--- config.mk ---
export PLATFORM = sky130hd
export DESIGN_NAME = mnd_frac_div
export DESIGN_NICKNAME = d
export VERILOG_FILES = /design/src/rtl/mnd_pkg.sv /design/src/rtl/mnd_cfg_reg.sv /design/src/rtl/mnd_prediv.sv /design/src/rtl/mnd_mn_accum.sv /design/src/rtl/mnd_frac_div.sv
export SDC_FILE = /design/constraint.sdc
export NUM_CORES = 1
export LEC_CHECK = 0
export ABC_AREA = 1
export BUFFER_PORTS_ARGS = -buffer_cell sky130_fd_sc_hd__buf_2
export CAP_MARGIN = 30
export CORE_MARGIN = 2
export CORE_UTILIZATION = 65
export CTS_BUF_LIST = sky130_fd_sc_hd__clkbuf_8 sky130_fd_sc_hd__clkbuf_16
export DETAILED_ROUTE_END_ITERATION = 10
export GPL_ROUTABILITY_DRIVEN = 1
export HOLD_SLACK_MARGIN = 0.08
export PLACE_DENSITY = 0.86
export SETUP_SLACK_MARGIN = 0.02
export SYNTH_ARGS = -nofsm -noshare
export SYNTH_HDL_FRONTEND = slang
export SYNTH_SLANG_ARGS = --single-unit
--- constraint.sdc ---
create_clock -name clk_i -period 6.1 [get_ports clk_i]
set_input_delay 1.83 -clock clk_i [delete_from_list [all_inputs] [get_ports clk_i]]
set_output_delay 1.83 -clock clk_i [all_outputs]
set_load 0.05 [all_outputs]
--- src/rtl/mnd_pkg.sv ---
package mnd_pkg;
  typedef enum logic {
    MN_BYPASS = 1'b0,
    MN_ACTIVE = 1'b1
  } mn_sel_e;
endpackage

--- src/rtl/mnd_cfg_reg.sv ---
module mnd_cfg_reg
  import mnd_pkg::*;
#(
  parameter int W  = 8,
  parameter int HW = 5
) (
  input  logic          clk_i,
  input  logic          rst_ni,
  input  logic          load_i,
  input  logic [HW-1:0] pre_div_i,
  input  logic          mode_i,
  input  logic [W-1:0]  m_word_i,
  input  logic [W-1:0]  n_word_i,
  input  logic [W-1:0]  d_word_i,
  output logic [HW-1:0] h_q_o,
  output mn_sel_e       sel_q_o,
  output logic [W-1:0]  m_q_o,
  output logic [W-1:0]  n_q_o,
  output logic [W-1:0]  d_q_o
);
  logic [W-1:0] n_dec, d_dec, m_eff;
  mn_sel_e      sel_dec;

  // n is stored as ~(n - m); recover it modulo 2^W
  assign n_dec   = ~n_word_i + m_word_i;
  assign d_dec   = ~d_word_i;
  assign sel_dec = (mode_i && n_dec != '0) ? MN_ACTIVE : MN_BYPASS;
  assign m_eff   = (m_word_i > n_dec) ? n_dec : m_word_i;

  always_ff @(posedge clk_i or negedge rst_ni) begin
    if (!rst_ni) begin
      h_q_o   <= '0;
      sel_q_o <= MN_BYPASS;
      m_q_o   <= '0;
      n_q_o   <= '0;
      d_q_o   <= '0;
    end else if (load_i) begin
      h_q_o   <= pre_div_i;
      sel_q_o <= sel_dec;
      m_q_o   <= m_eff;
      n_q_o   <= n_dec;
      d_q_o   <= d_dec;
    end
  end

  a_r3_active_needs_n: assert property (@(posedge clk_i) disable iff (!rst_ni)
    (sel_q_o == MN_ACTIVE) |-> (n_q_o != '0 && m_q_o <= n_q_o));
endmodule

--- src/rtl/mnd_prediv.sv ---
module mnd_prediv #(
  parameter int HW = 5
) (
  input  logic          clk_i,
  input  logic          rst_ni,
  input  logic          restart_i,
  input  logic [HW-1:0] h_i,
  output logic          tick_o,
  output logic          pass_o
);
  localparam int AW = HW + 2;

  logic [AW-1:0] acc_q, div_w, sum_w;
  logic          wrap_w;

  assign pass_o = (h_i <= HW'(1));
  assign div_w  = AW'(h_i) + AW'(1);
  assign sum_w  = acc_q + AW'(2);
  assign wrap_w = (sum_w >= div_w);
  assign tick_o = pass_o | wrap_w;

  always_ff @(posedge clk_i or negedge rst_ni) begin
    if (!rst_ni)             acc_q <= '0;
    else if (restart_i)      acc_q <= '0;
    else if (pass_o)         acc_q <= '0;
    else if (wrap_w)         acc_q <= sum_w - div_w;
    else                     acc_q <= sum_w;
  end

  a_r7_pre_acc_in_range: assert property (@(posedge clk_i) disable iff (!rst_ni)
    !pass_o |-> (acc_q < div_w));
endmodule

--- src/rtl/mnd_mn_accum.sv ---
module mnd_mn_accum
  import mnd_pkg::*;
#(
  parameter int W = 8
) (
  input  logic         clk_i,
  input  logic         rst_ni,
  input  logic         restart_i,
  input  logic         tick_i,
  input  mn_sel_e      sel_i,
  input  logic [W-1:0] m_i,
  input  logic [W-1:0] n_i,
  input  logic [W-1:0] d_i,
  output logic         fire_o,
  output logic         level_o
);
  logic [W-1:0] acc_q;
  logic [W:0]   sum_w;
  logic         wrap_w;

  assign sum_w   = {1'b0, acc_q} + {1'b0, m_i};
  assign wrap_w  = (sum_w >= {1'b0, n_i});
  assign fire_o  = (sel_i == MN_ACTIVE) ? (tick_i & wrap_w) : tick_i;
  assign level_o = (acc_q < (d_i >> 1));

  always_ff @(posedge clk_i or negedge rst_ni) begin
    if (!rst_ni)                              acc_q <= '0;
    else if (restart_i)                       acc_q <= '0;
    else if (tick_i && sel_i == MN_ACTIVE)    acc_q <= wrap_w ? W'(sum_w - {1'b0, n_i}) : sum_w[W-1:0];
  end

  a_r4_acc_in_range: assert property (@(posedge clk_i) disable iff (!rst_ni)
    (sel_i == MN_ACTIVE) |-> (acc_q < n_i));
  a_r4_acc_frozen_without_tick: assert property (@(posedge clk_i) disable iff (!rst_ni)
    (!tick_i && !restart_i) |=> $stable(acc_q));
endmodule

--- src/rtl/mnd_frac_div.sv ---
module mnd_frac_div
  import mnd_pkg::*;
#(
  parameter int W  = 8,
  parameter int HW = 5
) (
  input  logic          clk_i,
  input  logic          rst_ni,
  input  logic          load_i,
  input  logic [HW-1:0] pre_div_i,
  input  logic          mode_i,
  input  logic [W-1:0]  m_word_i,
  input  logic [W-1:0]  n_word_i,
  input  logic [W-1:0]  d_word_i,
  output logic          clk_en_o,
  output logic          clk_o
);
  logic [HW-1:0] h_q;
  mn_sel_e       sel_q;
  logic [W-1:0]  m_q, n_q, d_q;
  logic          tick_w, pass_w, fire_w, level_w, en_q;

  mnd_cfg_reg #(.W(W), .HW(HW)) u_cfg (
    .clk_i, .rst_ni, .load_i, .pre_div_i, .mode_i,
    .m_word_i, .n_word_i, .d_word_i,
    .h_q_o(h_q), .sel_q_o(sel_q), .m_q_o(m_q), .n_q_o(n_q), .d_q_o(d_q)
  );

  mnd_prediv #(.HW(HW)) u_pre (
    .clk_i, .rst_ni, .restart_i(load_i), .h_i(h_q),
    .tick_o(tick_w), .pass_o(pass_w)
  );

  mnd_mn_accum #(.W(W)) u_mn (
    .clk_i, .rst_ni, .restart_i(load_i), .tick_i(tick_w), .sel_i(sel_q),
    .m_i(m_q), .n_i(n_q), .d_i(d_q), .fire_o(fire_w), .level_o(level_w)
  );

  always_ff @(posedge clk_i or negedge rst_ni) begin
    if (!rst_ni)      en_q <= 1'b0;
    else if (load_i)  en_q <= 1'b0;
    else              en_q <= fire_w;
  end

  assign clk_en_o = en_q;
  assign clk_o    = (sel_q == MN_ACTIVE) ? level_w : en_q;

  a_r2_quiet_after_load: assert property (@(posedge clk_i) disable iff (!rst_ni)
    load_i |=> !clk_en_o);
  a_r5_bypass_every_cycle: assert property (@(posedge clk_i) disable iff (!rst_ni)
    (sel_q == MN_BYPASS && pass_w && !load_i) |=> clk_en_o);
  a_r6_zero_m_silent: assert property (@(posedge clk_i) disable iff (!rst_ni)
    (sel_q == MN_ACTIVE && m_q == '0 && !load_i) |=> !clk_en_o);
  a_r9_bypass_level: assert property (@(posedge clk_i) disable iff (!rst_ni)
    (sel_q == MN_BYPASS) |-> (clk_o == clk_en_o));
  a_r1_reset_low: assert property (@(posedge clk_i) !rst_ni |-> (!clk_en_o && !clk_o));
endmodule

==> results of run 1 <==
[through the flow]
stage | hold slack [ns] | total power, mW | setup WS, ns | utilization, % | std cells
detailed placement | 0.474 | 1.42 | 1.69 | 70.4 | 664
CTS | 0.500 | 1.60 | 1.99 | 71.8 | 672
finish | 0.497 | 1.62 | 1.96 | 72.7 | 674
global route | 0.518 | 1.78 | 1.73 | 72.7 | 674
global placement | 0.472 | 1.37 | 1.76 | 70.4 | 664
floorplan | 0.453 | 1.21 | 2.15 | - | 563
[cell families (layout without fill, tap and decap cells)]
kind of cell / count (synthesis) / count (layout) / synth area share [%]
fa+ha+maj: 50 / 50 / 16.7
compound gates: 66 / 66 / 9.04
flops: 45 / 45 / 28.7
buf+inv: 104 / 140 / 10.2
xor+xnor: 18 / 18 / 4.02
simple gates: 280 / 280 / 31.3
[power by group through the flow]
stage	Clock [mW]	Sequential, mW	Combinational [mW]
finish	0.182	0.405	1.03
global route	0.197	0.413	1.17
floorplan	0	0.403	0.803
detailed placement	0	0.411	1.01
global placement	0	0.408	0.963
CTS	0.183	0.405	1.02
[sequential cells by signal, summed over array words and instances (netlist names)]
name / cells
clk_en_o: 1
u_cfg.m_q_o: 8
u_cfg.h_q_o: 5
u_cfg.d_q_o: 7
u_mn.acc_q: 8
u_cfg.sel_q_o: 1
u_pre.acc_q: 7
u_cfg.n_q_o: 8
[final cells by class]
class	instances	area share, %
Sequential cell	45	26.3
Clock inverter	3	0.322
Tap cell	75	2.19
Timing Repair Buffer	35	5.15
Multi-Input combinational cell	414	55.9
Inverter	97	8.51
Clock buffer	5	1.61
[synth_stat cells, types with 3 or more instances]
master    number  share of area, %
o21ai_0       32               4.1
nand3_1       41               5.2
ha_1          46                15
nand3b_1       4              0.77
nand4_1       12               1.9
xor2_1        17               3.8
dfrtp_1       45                29
fa_1           4               2.0
nor2_1        30               2.9
nand2_4        3              0.86
clkbuf_1       3              0.29
nor3_1         4              0.51
inv_1         95               9.1
nand2_1      176                17
a21oi_1       22               2.8
o21ai_1        3              0.38
nand2_2        5              0.80
[layer usage]
layer,global-route usage [%],vias to the layer above,wire length [um]
li1,-,1857,-
met1,31.2,1696,3680
met2,54.7,80,4480
met3,3.41,12,356
met4,9.67,0,161
met5,0,-,0
[worst max-delay path by stage]
stage	start	end	slack, ns	cells past startpoint
floorplan	n_word_i[0]	u_cfg.m_q_o[2]	2.15	15
global placement	m_word_i[0]	u_cfg.m_q_o[7]	1.76	15
global route	m_word_i[2]	u_cfg.m_q_o[6]	1.73	20
detailed placement	m_word_i[0]	u_cfg.m_q_o[6]	1.69	16
finish	m_word_i[0]	u_cfg.m_q_o[6]	1.96	16
CTS	m_word_i[0]	u_cfg.m_q_o[6]	1.99	16
[critical path, delay by kind of cell]
| kind | cells | cell delay [ns] |
|---|---|---|
| AND/OR/NAND/NOR | 10 | 1.21 |
| AO/OA/AOI/OAI | 1 | 0.16 |
| adder cells (fa/ha/maj) | 3 | 0.95 |
| buffers and inverters | 2 | 0.18 |
==> out/qor.csv, run 1 <==
metric;value;unit
# Post-CTS Setup Buffers;0;
total wire length;8680;um
multi-input logic area;0.00239;mm^2
largest net degree at the start of global routing;46;
slowest CP cell;fa_1;
NetSw;808;uW
Crit path largest cell delay;0.44;ns
switching portion of total power;49.8;%
CP most frequent cell;nand2_1;
root buf cell;clkbuf_8;
Final Skew;0.00965;ns
Final TNS setup;0;ns
depth of the most critical reg-to-reg path;20;
WL/cell;12.9;um
reg2reg end;u_mn.acc_q[6];
post-route antenna net violation count;0;
gr usage total;28.1;%
Internal;814;uW
# setup viols final;0;
clock buffer depth;2;
die width;81.6;um
synthesized area;0.00392;mm^2
# IOs;35;
port bufs;33;
final instance area;0.00428;mm^2
Critical Path Start Type;input port;
fin crit period;4.14;ns
commonest non-fill, non-tap cell in the layout;nand2_1;
First-pass DRT Iterations;4;
ant diodes;0;
fin crit share;67.8;%
vias in the first global route;3481;
Critical Path, Cell by Cell;buf_2 -> ha_1 -> fa_1 -> nand4_1 -> nand4_1 -> nand2_1 -> inv_1 -> ha_1 -> nand2_1 -> nor2_1 -> nand2_1 -> nand2_1 -> nand2_2 -> nand2_1 -> nand2_1 -> o21ai_0;
RSZ-0062 raised after global routing;false;
Clk network pwr share;11.2;%
vias;3645;
Synth cell types;33;
DP Wirelength;6810;um
worst-skew pair later-pin latency;0.30;ns
routability cong.;0.961;
Power Dens Cells;379;mW/mm^2
Worst Setup End Kind;flip-flop;
H-Tree Depth;2;
share of synthesized registers carrying an async set or reset;100;%
Pleak;2.52;nW
Hold Crit Depth;2;
combinational share of power;63.8;%
worst flop-to-flop path startpoint;u_mn.acc_q[0];
DIE AREA;0.00666;mm^2
CTS Sinks;45;
# DRC;0;
number of fillers in the final layout;486;
WHS Endpoint;u_cfg.n_q_o[3];
reg2reg setup slack;3.10;ns
count of state elements after synthesis;45;
post-CTS resize count;0;
syn nets;646;
highest-count cells in the layout ignoring fill and taps;nand2_1, inv_1, ha_1, dfrtp_1, nand3_1;
Yosys warning count;0;
register area;0.00113;mm^2
Max Fclk;242;MHz
placed inst area;0.00414;mm^2
Initial Utilization;66.6;%
worst vdd ir;0.186;mV
initial antenna violation count;0;
Hold-fix buffers, CTS;0;
total grt overflow;0;
Post-Syn Instances;563;
nets@finish;681;
Syn-to-layout area delta;9.23;%
CP Data Arrival Time;4.36;ns
die height;81.6;um
Worst Tran Pin Value;0.546;ns
worst endpoint required time;6.32;ns
Max-Cap Viols;0;
number of synthesized flops with an enable pin;0;
vias per cell;5.41;
Top FF cell, synth;dfrtp_1;
Hold Path Class;reg2reg;
CORE AREA;0.00589;mm^2
Max Slew Vio Count;0;
drt initial violations;240;
Final Hold Fails;0;
CTS tree;yes;
share of layout cells above drive strength 1;10.0;%
outcome;finished, final reports clean;
global-route wire length before repair;14600;um
crit-path max FO;10;
HP Start;u_cfg.n_q_o[3];
cts bufs inserted;5;
Reg power frac;25.0;%
syn avg cell area;6.96;um^2
num rows;28;
crit path kind;in2reg;
sequential-to-total area share from yosys stat;28.7;%
Rel. slew slack;63.6;%
Worst-path clk slew;0.08;ns
No activity file was read; power rests on OpenSTA's default activity.
==> run 2, diff against run 1 <==
--- a/config.mk
+++ b/config.mk
@@ -9,12 +9,12 @@
 export BUFFER_PORTS_ARGS = -buffer_cell sky130_fd_sc_hd__buf_2
 export CAP_MARGIN = 30
 export CORE_MARGIN = 2
-export CORE_UTILIZATION = 65
+export CORE_UTILIZATION = 55
 export CTS_BUF_LIST = sky130_fd_sc_hd__clkbuf_8 sky130_fd_sc_hd__clkbuf_16
 export DETAILED_ROUTE_END_ITERATION = 10
 export GPL_ROUTABILITY_DRIVEN = 1
 export HOLD_SLACK_MARGIN = 0.08
-export PLACE_DENSITY = 0.86
+export PLACE_DENSITY = 0.78
 export SETUP_SLACK_MARGIN = 0.02
 export SYNTH_ARGS = -nofsm -noshare
 export SYNTH_HDL_FRONTEND = slang
==> constraint.sdc (replaced) <==
create_clock -name clk_i -period 3.63 [get_ports clk_i]
set_input_delay 1.089 -clock clk_i [delete_from_list [all_inputs] [get_ports clk_i]]
set_output_delay 1.089 -clock clk_i [all_outputs]
set_load 0.05 [all_outputs]
==> run 2 against run 1 <==
  * Routed wire length shrank 5.6%
  * Cell area grew 1.2%
  * Via count shrank 2.0%
  * Register-to-register slack lost 2.5 ns
  * Sequential power grew 68%
  * Clock skew is essentially flat
  * Final cell count grew 3.9%
  * Power grew 68%
  * Largest power group unchanged
==> out/qor.csv, run 2 (same netlist as run 1, synthesis figures left out) <==
metric;value;unit;change
drt initial violations;138;;-43%
Syn-to-layout area delta;10.6;%;
highest-count cells in the layout ignoring fill and taps;nand2_1, inv_1, ha_1, dfrtp_1, nand3_1;;
crit path kind;in2reg;;
Worst Setup End Kind;flip-flop;;
initial antenna violation count;0;;unchanged
# setup viols final;0;;unchanged
DIE AREA;0.00781;mm^2;+17%
min setup slack post-route;0.339;ns;-1.62 ns
Initial Utilization;57.3;%;-9.2 points
crit-path max FO;10;;unchanged
Hold-fix buffers, CTS;0;;unchanged
routability cong.;0.931;;-3.1%
clock buffer depth;2;;unchanged
# Post-CTS Setup Buffers;0;;unchanged
post-CTS resize count;0;;unchanged
commonest non-fill, non-tap cell in the layout;nand2_1;;
First-pass DRT Iterations;5;;+1
outcome;finished, final reports clean;;
cts bufs inserted;5;;unchanged
biggest regs;u_cfg.m_q_o x8, u_cfg.n_q_o x8, u_mn.acc_q x8;;
fin crit share;90.7;%;
DP Worst Slack;0.0228;ns;-1.66 ns
fin crit period;3.29;ns;
die width;88.4;um;+8.3%
root buf cell;clkbuf_8;;
Worst-path clk slew;0.08;ns;about the same
Hold Slack;0.490;ns;-0.00709 ns
share of layout cells above drive strength 1;10.9;%;+0.91 points
Final TNS setup;0;ns;unchanged
Rel. slew slack;65.9;%;+2.3 points
Clk network pwr share;11.5;%;+0.3 points
Reg power frac;25.0;%;about the same
Max-Cap Viols;0;;unchanged
nets@finish;686;;+0.73%
DP Wirelength;6650;um;-2.3%
worst path bufs/invs;2;;unchanged
Max Fclk;304;MHz;
combinational share of power;63.5;%;-0.3 points
# DRC;0;;unchanged
Internal;1.38;mW;+70%
Critical Path Start Type;input port;;
total wire length;8200;um;-5.6%
ant diodes;0;;unchanged
H-Tree Depth;2;;unchanged
Max Slew Vio Count;0;;unchanged
gr usage total;22.5;%;-5.6 points
worst-skew pair later-pin latency;0.31;ns;about the same
global-route wire length before repair;14000;um;-4.2%
WL/cell;11.7;um;-9.1%
worst endpoint required time;3.86;ns;-2.46 ns
Critical Path, Cell by Cell;buf_2 -> ha_1 -> fa_1 -> nand4_1 -> nand4_1 -> nand2_1 -> inv_1 -> ha_1 -> nand2_1 -> nor2_1 -> nand2_1 -> nand2_1 -> nand2_2 -> nand2_1 -> nand2_1 -> o21ai_0;;
CP Data Arrival Time;3.52;ns;-0.84 ns
NetSw;1.34;mW;+66%
num rows;30;;+7.1%
CP most frequent cell;nand2_1;;
total grt overflow;0;;unchanged
# IOs;35;;unchanged
worst vdd ir;0.219;mV;+18%
Final Power;2.72;mW;+68%
vias in the first global route;3353;;-3.7%
CTS Sinks;45;;unchanged
Pleak;2.53;nW;+0.56%
Hold Path Class;reg2reg;;
Worst Tran Pin Value;0.511;ns;-0.0350 ns
CORE AREA;0.00683;mm^2;+16%
die height;88.4;um;+8.3%
Power Dens Cells;628;mW/mm^2;+66%
largest net degree at the start of global routing;46;;unchanged
post-route antenna net violation count;0;;unchanged
CP delay by family, top;simple AND/OR/NAND/NOR gates;;
Final Skew;0.00992;ns;+0.000275 ns
reg2reg setup slack;0.65;ns;-2.45 ns
Final Hold Fails;0;;unchanged
CTS tree;yes;;
vias per cell;5.10;;-5.7%
slowest CP cell;fa_1;;
port bufs;33;;unchanged
Crit path largest cell delay;0.45;ns;about the same
RSZ-0062 raised after global routing;false;;
switching portion of total power;49.3;%;-0.53 points
vias;3571;;-2.0%
==> run 2: final timing paths <==
check	from	end	cells after the start
max	m_word_i[0]	u_cfg.m_q_o[2]	16
min	u_cfg.n_q_o[4]	u_cfg.n_q_o[4]	2
max reg2reg	u_mn.acc_q[0]	u_mn.acc_q[6]	20
min reg2reg	u_cfg.n_q_o[4]	u_cfg.n_q_o[4]	2
max in group asynchronous	rst_ni	u_cfg.n_q_o[1]	2
min in group asynchronous	rst_ni	u_pre.acc_q[2]	1
==> run 2: cell type report <==
class | instances | area, um^2
multi-input combinational | 414 | 2390
tap | 96 | 120
sequential | 45 | 1130
fill | 637 | 2500
clock inverter | 3 | 22.5
clock buffer | 5 | 68.8
inverter | 97 | 364
timing repair buffer | 40 | 238
==> run 2: power by group through the flow <==
stage | Sequential, mW | Combinational (mW) | Clock [mW]
after floorplan | 0.677 | 1.35 | 0
after global placement | 0.686 | 1.64 | 0
after detailed placement | 0.689 | 1.70 | 0
after CTS | 0.679 | 1.72 | 0.323
after global routing | 0.691 | 1.96 | 0.344
final | 0.680 | 1.73 | 0.313
==> run 2: worst reg2reg max path: stages (launching register included) <==
cell	delay, ns
dfrtp_1	0.43
ha_1	0.25
fa_1	0.41
nand3_1	0.10
nand3_1	0.13
nand3_1	0.13
nand2_1	0.06
nand2_1	0.05
nand2_1	0.08
ha_1	0.34
nand2_1	0.10
inv_1	0.04
a21oi_1	0.17
nand2_1	0.09
nand2_2	0.13
nand2_4	0.10
inv_2	0.09
nand2_1	0.05
nand2_1	0.06
nand2_1	0.07
nand2_1	0.06
==> run 2: through the flow <==
| step | utilization [%] | area (um^2) | cells |
|---|---|---|---|
| after floorplan | - | 3920 | 563 |
| after global placement | 61.6 | 4210 | 690 |
| after detailed placement | 61.8 | 4220 | 691 |
| after CTS | 63.1 | 4310 | 699 |
| after global routing | 63.4 | 4330 | 700 |
| final | 63.4 | 4330 | 700 |
==> run 2: layer usage <==
layer,GRT usage (%),wire length (um),vias to the layer above
li1,-,-,1870
met1,26.8,3690,1598
met2,40.1,3920,80
met3,4.20,352,23
met4,8.95,229,0
met5,0,0,-
